## src/rtl/cache_admit_pkg.sv

```systemverilog
package cache_admit_pkg;

    localparam int NUM_CAUSE = 3;

    typedef enum logic [1:0] {
        CAUSE_MISS_FULL = 2'd0,
        CAUSE_WB_FULL   = 2'd1,
        CAUSE_TGT_FULL  = 2'd2
    } block_cause_e;

    typedef enum logic [1:0] {
        BUSC_MISS = 2'd0,
        BUSC_WB   = 2'd1,
        BUSC_PF   = 2'd2
    } bus_cause_e;

    typedef enum logic {
        STALL_OPEN = 1'b0,
        STALL_HELD = 1'b1
    } stall_state_e;

endpackage

```

## src/rtl/alloc_queue.sv

```systemverilog
module alloc_queue #(
    parameter int DEPTH  = 4,
    parameter int SLOT_W = 2
) (
    input  logic              clk,
    input  logic              rst_n,
    input  logic              alloc_req,
    input  logic              rel_req,
    input  logic [SLOT_W-1:0] rel_slot,
    output logic              accept,
    output logic [SLOT_W-1:0] grant_slot,
    output logic              becomes_full,
    output logic              leaves_full
);
    localparam int IW = (DEPTH > 1) ? $clog2(DEPTH) : 1;

    logic [DEPTH-1:0] busy_q;
    logic [DEPTH-1:0] busy_d;
    logic [IW-1:0]    grant_idx;
    logic [IW-1:0]    rel_idx;
    logic             full_now;
    logic             rel_ok;

    assign full_now = &busy_q;
    assign accept   = alloc_req && !full_now;
    assign rel_idx  = rel_slot[IW-1:0];
    assign rel_ok   = rel_req && (int'(rel_slot) < DEPTH) && busy_q[rel_idx];

    // lowest free slot: scan from the top so the smallest index wins
    always_comb begin
        grant_idx = '0;
        for (int i = DEPTH - 1; i >= 0; i--) begin
            if (!busy_q[i]) grant_idx = IW'(i);
        end
    end

    assign grant_slot = SLOT_W'(grant_idx);

    always_comb begin
        busy_d = busy_q;
        if (accept) busy_d[grant_idx] = 1'b1;
        if (rel_ok) busy_d[rel_idx]   = 1'b0;
    end

    assign becomes_full = !full_now && (&busy_d);
    assign leaves_full  = full_now && !(&busy_d);

    always_ff @(posedge clk) begin
        if (!rst_n) busy_q <= '0;
        else        busy_q <= busy_d;
    end

    AST_GRANT_WAS_FREE: assert property (@(posedge clk) disable iff (!rst_n)
        accept |=> busy_q[$past(grant_idx)]);
    AST_FULL_REJECTS: assert property (@(posedge clk) disable iff (!rst_n)
        (alloc_req && full_now && !rel_req) |=> $stable(busy_q));

endmodule

```

## src/rtl/stall_tracker.sv

```systemverilog
module stall_tracker import cache_admit_pkg::*; #(
    parameter int NC     = NUM_CAUSE,
    parameter int STAT_W = 16
) (
    input  logic                       clk,
    input  logic                       rst_n,
    input  logic [NC-1:0]              set_vec,
    input  logic [NC-1:0]              clr_vec,
    output logic [NC-1:0]              mask,
    output logic                       blocked,
    output logic [NC-1:0][STAT_W-1:0]  evt_cnt,
    output logic [NC-1:0][STAT_W-1:0]  cyc_cnt
);
    localparam int CIW = (NC > 1) ? $clog2(NC) : 1;

    stall_state_e              state_q, state_d;
    logic [NC-1:0]             mask_q, mask_d;
    logic [NC-1:0]             rel_vec;
    logic [CIW-1:0]            enter_idx, leave_idx;
    logic                      enter, leave;
    logic [STAT_W-1:0]         now_q, start_q;
    logic [NC-1:0][STAT_W-1:0] evt_q, cyc_q;

    assign mask_d  = (mask_q & ~clr_vec) | set_vec;
    assign rel_vec = mask_q & clr_vec;

    always_comb begin
        enter_idx = '0;
        leave_idx = '0;
        for (int c = NC - 1; c >= 0; c--) begin
            if (mask_d[c])  enter_idx = CIW'(c);
            if (rel_vec[c]) leave_idx = CIW'(c);
        end
    end

    // next-state logic
    always_comb begin
        state_d = state_q;
        enter   = 1'b0;
        leave   = 1'b0;
        unique case (state_q)
            STALL_OPEN: if (|mask_d) begin
                state_d = STALL_HELD;
                enter   = 1'b1;
            end
            STALL_HELD: if (~|mask_d) begin
                state_d = STALL_OPEN;
                leave   = 1'b1;
            end
        endcase
    end

    // state register
    always_ff @(posedge clk) begin
        if (!rst_n) begin
            state_q <= STALL_OPEN;
            mask_q  <= '0;
        end else begin
            state_q <= state_d;
            mask_q  <= mask_d;
        end
    end

    always_ff @(posedge clk) begin
        if (!rst_n) begin
            now_q   <= '0;
            start_q <= '0;
            evt_q   <= '0;
            cyc_q   <= '0;
        end else begin
            now_q <= now_q + STAT_W'(1);
            if (enter) begin
                start_q          <= now_q;
                evt_q[enter_idx] <= evt_q[enter_idx] + STAT_W'(1);
            end
            if (leave) cyc_q[leave_idx] <= cyc_q[leave_idx] + (now_q - start_q);
        end
    end

    // outputs
    always_comb begin
        blocked = (state_q == STALL_HELD);
        mask    = mask_q;
        evt_cnt = evt_q;
        cyc_cnt = cyc_q;
    end

    AST_HELD_TRACKS_MASK: assert property (@(posedge clk) disable iff (!rst_n)
        blocked == (mask_q != '0));
    AST_EVT_ONLY_ON_ENTRY: assert property (@(posedge clk) disable iff (!rst_n)
        blocked |=> $stable(evt_q));
    AST_CYC_ONLY_ON_EXIT: assert property (@(posedge clk) disable iff (!rst_n)
        !blocked |=> $stable(cyc_q));

endmodule

```

## src/rtl/miss_countdown.sv

```systemverilog
module miss_countdown #(
    parameter int LIMIT = 5
) (
    input  logic clk,
    input  logic rst_n,
    input  logic miss_event,
    output logic hit
);
    localparam int CW = (LIMIT > 0) ? $clog2(LIMIT + 1) : 1;

    logic [CW-1:0] left_q;
    logic          hit_q;

    always_ff @(posedge clk) begin
        if (!rst_n) begin
            left_q <= CW'(LIMIT);
            hit_q  <= 1'b0;
        end else if (miss_event && (left_q != '0)) begin
            left_q <= left_q - CW'(1);
            hit_q  <= (left_q == CW'(1));
        end else begin
            hit_q  <= 1'b0;
        end
    end

    assign hit = hit_q;

    AST_LIMIT_ONE_SHOT: assert property (@(posedge clk) disable iff (!rst_n)
        hit_q |=> !hit_q);

endmodule

```

## src/rtl/cache_admit_ctrl.sv

```systemverilog
module cache_admit_ctrl import cache_admit_pkg::*; #(
    parameter int DEPTH_MISS = 4,
    parameter int DEPTH_WB   = 4,
    parameter int BLK_BYTES  = 16,
    parameter int ADDR_W     = 32,
    parameter int LEN_W      = 8,
    parameter int SEQ_W      = 8,
    parameter int STAT_W     = 16,
    parameter int MISS_LIMIT = 5,
    localparam int MAXD      = (DEPTH_MISS > DEPTH_WB) ? DEPTH_MISS : DEPTH_WB,
    localparam int SLOT_W    = (MAXD > 1) ? $clog2(MAXD) : 1
) (
    input  logic                             clk,
    input  logic                             rst_n,
    input  logic                             alloc_valid,
    input  logic                             alloc_sel,
    input  logic [ADDR_W-1:0]                alloc_addr,
    input  logic [LEN_W-1:0]                 alloc_size,
    input  logic                             alloc_want_bus,
    input  logic                             svc_valid,
    input  logic                             svc_sel,
    input  logic [SLOT_W-1:0]                svc_slot,
    input  logic                             tgt_stall_set,
    input  logic                             tgt_stall_clr,
    input  logic                             pf_bus_req,
    input  logic                             retry_pending,
    input  logic                             miss_event,
    output logic                             resp_valid,
    output logic                             resp_err,
    output logic                             resp_sel,
    output logic [SLOT_W-1:0]                resp_slot,
    output logic [SEQ_W-1:0]                 resp_seq,
    output logic [ADDR_W-1:0]                resp_addr,
    output logic [LEN_W-1:0]                 resp_len,
    output logic                             bus_req_valid,
    output logic [1:0]                       bus_req_cause,
    output logic                             cpu_blocked,
    output logic [NUM_CAUSE-1:0]             block_mask,
    output logic [NUM_CAUSE-1:0][STAT_W-1:0] stall_events,
    output logic [NUM_CAUSE-1:0][STAT_W-1:0] stall_cycles,
    output logic                             miss_limit_hit
);
    localparam int NQ = 2;
    localparam logic [ADDR_W-1:0] LINE_MASK = ~ADDR_W'(BLK_BYTES - 1);
    localparam int OFF_W = (BLK_BYTES > 1) ? $clog2(BLK_BYTES) : 1;

    logic [NQ-1:0]             q_alloc, q_rel, q_accept, q_fill, q_drain;
    logic [NQ-1:0][SLOT_W-1:0] q_grant;
    logic                      accepted;
    logic [NUM_CAUSE-1:0]      set_vec, clr_vec;
    logic [SEQ_W-1:0]          seq_q;

    for (genvar q = 0; q < NQ; q++) begin : g_queue
        localparam int DEP = (q == 0) ? DEPTH_MISS : DEPTH_WB;
        assign q_alloc[q] = alloc_valid && (alloc_sel == q[0]);
        assign q_rel[q]   = svc_valid && (svc_sel == q[0]);
        alloc_queue #(.DEPTH(DEP), .SLOT_W(SLOT_W)) u_queue (
            .clk          (clk),
            .rst_n        (rst_n),
            .alloc_req    (q_alloc[q]),
            .rel_req      (q_rel[q]),
            .rel_slot     (svc_slot),
            .accept       (q_accept[q]),
            .grant_slot   (q_grant[q]),
            .becomes_full (q_fill[q]),
            .leaves_full  (q_drain[q])
        );
    end

    assign accepted = |q_accept;
    assign set_vec  = {tgt_stall_set, q_fill};
    assign clr_vec  = {tgt_stall_clr, q_drain};

    stall_tracker #(.NC(NUM_CAUSE), .STAT_W(STAT_W)) u_stall (
        .clk     (clk),
        .rst_n   (rst_n),
        .set_vec (set_vec),
        .clr_vec (clr_vec),
        .mask    (block_mask),
        .blocked (cpu_blocked),
        .evt_cnt (stall_events),
        .cyc_cnt (stall_cycles)
    );

    miss_countdown #(.LIMIT(MISS_LIMIT)) u_limit (
        .clk        (clk),
        .rst_n      (rst_n),
        .miss_event (miss_event),
        .hit        (miss_limit_hit)
    );

    always_ff @(posedge clk) begin
        if (!rst_n) begin
            seq_q         <= '0;
            resp_valid    <= 1'b0;
            resp_err      <= 1'b0;
            resp_sel      <= 1'b0;
            resp_slot     <= '0;
            resp_seq      <= '0;
            resp_addr     <= '0;
            resp_len      <= '0;
            bus_req_valid <= 1'b0;
            bus_req_cause <= BUSC_MISS;
        end else begin
            resp_valid <= alloc_valid;
            resp_err   <= alloc_valid && !accepted;
            resp_sel   <= alloc_sel;
            resp_slot  <= accepted ? q_grant[alloc_sel] : '0;
            resp_seq   <= seq_q;
            if (accepted) seq_q <= seq_q + SEQ_W'(1);
            if (!alloc_sel) begin
                resp_addr <= alloc_addr & LINE_MASK;
                resp_len  <= LEN_W'(BLK_BYTES);
            end else begin
                resp_addr <= alloc_addr;
                resp_len  <= alloc_size;
            end
            bus_req_valid <= !retry_pending &&
                             ((accepted && alloc_want_bus) || pf_bus_req);
            if (accepted && alloc_want_bus)
                bus_req_cause <= alloc_sel ? BUSC_WB : BUSC_MISS;
            else
                bus_req_cause <= BUSC_PF;
        end
    end

    AST_SEQ_STEP: assert property (@(posedge clk) disable iff (!rst_n)
        accepted |=> (seq_q == $past(seq_q) + SEQ_W'(1)));
    AST_SEQ_HOLD: assert property (@(posedge clk) disable iff (!rst_n)
        !accepted |=> $stable(seq_q));
    AST_BUS_QUIET_ON_RETRY: assert property (@(posedge clk) disable iff (!rst_n)
        retry_pending |=> !bus_req_valid);
    AST_MISS_LINE_ALIGNED: assert property (@(posedge clk) disable iff (!rst_n)
        (resp_valid && !resp_err && !resp_sel) |-> (resp_addr[OFF_W-1:0] == '0));

endmodule

```

## config.mk

```make
export PLATFORM = sky130hd
export DESIGN_NAME = cache_admit_ctrl
export DESIGN_NICKNAME = d
export VERILOG_FILES = /design/src/rtl/cache_admit_pkg.sv /design/src/rtl/alloc_queue.sv /design/src/rtl/stall_tracker.sv /design/src/rtl/miss_countdown.sv /design/src/rtl/cache_admit_ctrl.sv
export SDC_FILE = /design/constraint.sdc
export NUM_CORES = 1
export LEC_CHECK = 0
export BUFFER_PORTS_ARGS = -buffer_cell sky130_fd_sc_hd__buf_2
export CORE_ASPECT_RATIO = 1.1
export CORE_MARGIN = 10
export CORE_UTILIZATION = 34
export CTS_CLUSTER_SIZE = 14
export DETAILED_ROUTE_END_ITERATION = 6
export PLACE_DENSITY = 0.52
export RECOVER_POWER = 25
export SETUP_SLACK_MARGIN = 0.15
export SLEW_MARGIN = 0
export SYNTH_ARGS = -nofsm -noshare
export SYNTH_HDL_FRONTEND = slang
export SYNTH_SLANG_ARGS = --single-unit
```

## constraint.sdc

```tcl
create_clock -name clk -period 6.94 [get_ports clk]
set_input_delay 0.694 -clock clk [delete_from_list [all_inputs] [get_ports clk]]
set_output_delay 0.694 -clock clk [all_outputs]
set_load 0.01 [all_outputs]
```

==> flow_summary_export.csv <==
group,metric,value,unit
timing,min_period,4.99,ns
status,outcome,"complete, but fails checks",
routing,routed_wirelength,27100,um
timing,finalSetupTns,0,ns
setup_path,arrival,5.40,ns
global_route,grt_first_pass_wirelength,42700,um
timing,grt_setup_unrepaired,"false",
cells_and_area,area_delta_synth_final,22.6,%
synth,synth-edff-count,0,
placed_design,dpl.cell_count,1554,
synth,synth_nets,1131,
timing,worst_pin_slew,3.51,ns
routing,detail_route.wl_per_cell,17.0,um
timing,timing.final.hold_violations,0,
clock_tree,cts.htree.levels,1,
pwr,leakage_power,0.00478,uW
synth,yosys.cell_types.count,62,
routing,drtPass1Iterations,5,
timing,max_slew_violations,94,
setup_path,critPathLaunchType,"input port",
routing,detailroute.via_count,7886,
cells_and_area,final_nets,1314,
placed_design,placer_congestion,0.850,
clock_tree,cts_hold_buf,0,
global_route,antenna_found_initial,0,
cells_and_area,antenna-diode-count,0,
placed_design,place.port_buffers,210,
global_route,first_global_vias,7733,
timing,worst_slew_margin_rel,-1.34,
routing,remaining_drc_errors,0,
global_route,overflow_after_grt,0,
synth,netlist_instances,1040,
die,floorplan.initialDensity,0.344,
setup_path,required,7.35,ns
routing,drt-initial-drc-count,317,
clock_tree,resized_after_cts,0,
setup_path,critical_path.max_fanout,25,
timing,final.hold.worst_slack,0.315,ns
global_route,grt_util_met2,0.246,
global_route,grt_most_used_layer,"met2",
placed_design,preCtsSetupSlack,1.42,ns
timing,pnr_worst_setup_slack,1.95,ns
synth,syn_area,9250,um2
die,chipHeight,193,um
die,core_region,26900,um2
die,dieArea,34200,um2
placed_design,hpwl,19300,um
synth,ys.warnings.count,0,
setup_path,worst_setup_path_end_kind,"register",
global_route,grt_start_max_net_pins,94,
setup_path,critical_setup_path_kind,"input port to register",
cells_and_area,final_layout_size_suffix_gt1_frac,0.197,
clock_tree,clk_path_buf_depth,3,
routing,detail-route-antenna-nets,0,
timing,setup-violations-final,0,
clock_tree,worst_setup_hold_path_clk_slew,0.06,ns
flow_run,max-cap-violations,1,
pwr,power_per_cell_area,270,nW/um2
synth,postSynth.asyncResetShare,0,
timing,post-route-period-util,0.719,
clock_tree,numClockSinks,208,
clock_tree,cts-root-buf,"sky130_fd_sc_hd__clkbuf_16",
routing,routed_via_density,4.94,
die,die_w,177,um
synth,synth_sequential_area_ratio,0.450,
synth,synth_seq_cells,208,
global_route,gr-usage-all-layers,0.151,
synth,synth.avg_cell_area,8.90,um2
clock_tree,clk-insertion-delay-late,0.53,ns
timing,max_freq,200,MHz
timing,worst_clk_skew,0.0331,ns
status,failed_checks,"max-capacitance violations, max-slew violations",
global_route,use_met3,0.0354,
min_path,hp-class,"input port to register",
pwr,worst_ir_drop_vdd,0.000143,V
die,std_cell_rows,63,
cells_and_area,fin_cells,1595,
clock_tree,clock_tree_from_tritoncts,"built",
cells_and_area,finalCoreUtilization,0.422,
die,pin_count,211,
synth,synth_top_flop_cell,"sky130_fd_sc_hd__dfxtp_1",
clock_tree,postCtsSetupBuffers,0,
clock_tree,cts_buffers,24,
global_route,grtUsageMet1,0.202,
==> flip-flops by register name, summed over array words and instances (netlist names) <==
register,flops
seq_q,8
u_stall.now_q,16
bus_req_valid,1
u_stall.start_q,16
resp_valid,1
resp_sel,1
g_queue.u_queue.busy_q,8
resp_err,1
u_stall.blocked,1
u_stall.mask,3
u_limit.left_q,3
resp_seq,8
bus_req_cause,2
resp_slot,2
u_stall.cyc_cnt,48
u_limit.hit,1
resp_len,8
u_stall.evt_cnt,48
resp_addr,32
==> cell usage after synthesis, types with 5 or more instances <==
cell type,number,area share
sky130_fd_sc_hd__dfxtp_1,208,0.45
sky130_fd_sc_hd__nand2_1,127,0.052
sky130_fd_sc_hd__nor2_1,99,0.040
sky130_fd_sc_hd__a21oi_1,73,0.039
sky130_fd_sc_hd__clkbuf_1,52,0.021
sky130_fd_sc_hd__o21ai_0,48,0.026
sky130_fd_sc_hd__and2_1,44,0.030
sky130_fd_sc_hd__mux2i_1,41,0.044
sky130_fd_sc_hd__inv_1,38,0.015
sky130_fd_sc_hd__nand3_1,29,0.016
sky130_fd_sc_hd__xnor2_1,26,0.025
sky130_fd_sc_hd__a211oi_1,25,0.020
sky130_fd_sc_hd__and3_1,23,0.016
sky130_fd_sc_hd__o22ai_1,23,0.016
sky130_fd_sc_hd__ha_1,22,0.030
sky130_fd_sc_hd__xor2_1,22,0.021
sky130_fd_sc_hd__o22a_1,17,0.016
sky130_fd_sc_hd__fa_1,15,0.032
sky130_fd_sc_hd__nand4_1,10,0.0068
sky130_fd_sc_hd__nor3_1,10,0.0054
sky130_fd_sc_hd__buf_2,6,0.0032
sky130_fd_sc_hd__or3_1,6,0.0041
sky130_fd_sc_hd__a31oi_1,5,0.0034
==> layout by cell type, fill, tap and decap left out, types with 4 or more instances in the layout <==
cell	instances
sky130_fd_sc_hd__nor2_1	98
sky130_fd_sc_hd__nand3b_1	4
sky130_fd_sc_hd__clkbuf_16	24
sky130_fd_sc_hd__clkinv_2	5
sky130_fd_sc_hd__o21ai_0	48
sky130_fd_sc_hd__clkbuf_1	37
sky130_fd_sc_hd__a31oi_1	5
sky130_fd_sc_hd__nand4_1	10
sky130_fd_sc_hd__o22ai_1	23
sky130_fd_sc_hd__ha_1	22
sky130_fd_sc_hd__o22a_1	17
sky130_fd_sc_hd__and3_1	23
sky130_fd_sc_hd__and2_0	19
sky130_fd_sc_hd__nand3_1	29
sky130_fd_sc_hd__nor3_2	5
sky130_fd_sc_hd__a21oi_1	73
sky130_fd_sc_hd__a211oi_1	25
sky130_fd_sc_hd__xnor2_1	26
sky130_fd_sc_hd__nand2_1	127
sky130_fd_sc_hd__buf_4	9
sky130_fd_sc_hd__fa_1	15
sky130_fd_sc_hd__nor2b_1	4
sky130_fd_sc_hd__and2_1	26
sky130_fd_sc_hd__buf_2	177
sky130_fd_sc_hd__inv_1	37
sky130_fd_sc_hd__dfxtp_1	208
sky130_fd_sc_hd__or3_1	6
sky130_fd_sc_hd__xor2_1	22
sky130_fd_sc_hd__a311oi_1	4
sky130_fd_sc_hd__mux2i_1	41
sky130_fd_sc_hd__nor3_1	9
==> critical path, stage by stage <==
cell                       delay, ns
sky130_fd_sc_hd__buf_2          0.33
sky130_fd_sc_hd__and4b_1        0.27
sky130_fd_sc_hd__a21oi_1        0.21
sky130_fd_sc_hd__a211oi_1       0.11
sky130_fd_sc_hd__o311ai_2       0.26
sky130_fd_sc_hd__buf_4          0.38
sky130_fd_sc_hd__mux2i_1        0.23
sky130_fd_sc_hd__o21ai_0        0.12
sky130_fd_sc_hd__fa_1           0.55
sky130_fd_sc_hd__inv_1          0.06
sky130_fd_sc_hd__fa_1           0.46
sky130_fd_sc_hd__nor2b_1        0.13
sky130_fd_sc_hd__o21ai_0        0.10
sky130_fd_sc_hd__a21oi_1        0.19
sky130_fd_sc_hd__o21ai_0        0.13
sky130_fd_sc_hd__a21boi_0       0.30
sky130_fd_sc_hd__o21ai_0        0.12
sky130_fd_sc_hd__nand2b_1       0.12
sky130_fd_sc_hd__a21oi_1        0.15
sky130_fd_sc_hd__and3_1         0.22
sky130_fd_sc_hd__o31a_1         0.26
==> metrics by stage <==
step	total power (uW)	cell area (um2)
finish	3060	11300
floorplan	1640	9250
global route	3210	11300
detailed placement	1800	10600
global placement	1800	10600
CTS	3110	11400
==> area by class of cell <==
cell class	count	area [um2]
Inverter	38	145
Clock buffer	30	653
Fill cell	2736	15500
Clock inverter	11	148
Multi-Input combinational cell	731	4700
Timing Repair Buffer	220	1080
Sequential cell	208	4160
Tap cell	357	447
==> layer usage <==
metal | share of wire | wire [um] | up-vias
met2 | 0.44 | 12000 | 238
met1 | 0.47 | 12600 | 3656
li1 | - | - | 3963
met3 | 0.076 | 2070 | 29
met5 | 0 | 0 | -
met4 | 0.014 | 389 | 0
==> kinds of logic (layout without fill, tap and decap cells) <==
| group | Yosys count | after routing | share of synthesized area |
|---|---|---|---|
| buffers and inverters | 101 | 299 | 0.0438 |
| AND/OR/NAND/NOR | 381 | 381 | 0.202 |
| flip-flops | 208 | 208 | 0.450 |
| adder cells (fa/ha/maj) | 38 | 38 | 0.0634 |
| AO/OA/AOI/OAI | 223 | 223 | 0.151 |
| XOR/XNOR | 48 | 48 | 0.0454 |
| multiplexers | 41 | 41 | 0.0444 |
==> path summary, 6_finish.rpt <==
kind / to / depth (start not counted) / start / slack [ns]
setup / recovery: u_stall.cyc_cnt[10] / 21 / alloc_sel / 1.95
hold / removal: bus_req_valid / 2 / retry_pending / 0.32
setup reg to reg: u_stall.cyc_cnt[10] / 19 / g_queue[1].u_queue.busy_q[0] / 2.04
hold reg to reg: u_limit.left_q[1] / 2 / u_limit.left_q[1] / 0.45
==> where the power goes <==
part | internal [uW] | leakage (uW) | switching [uW]
sequential | 1230 | 0.00169 | 28.3
clock | 777 | 0.000394 | 513
combinational | 194 | 0.00269 | 318
total | 2210 | 0.00478 | 859
(Power assumes the default switching activity.)
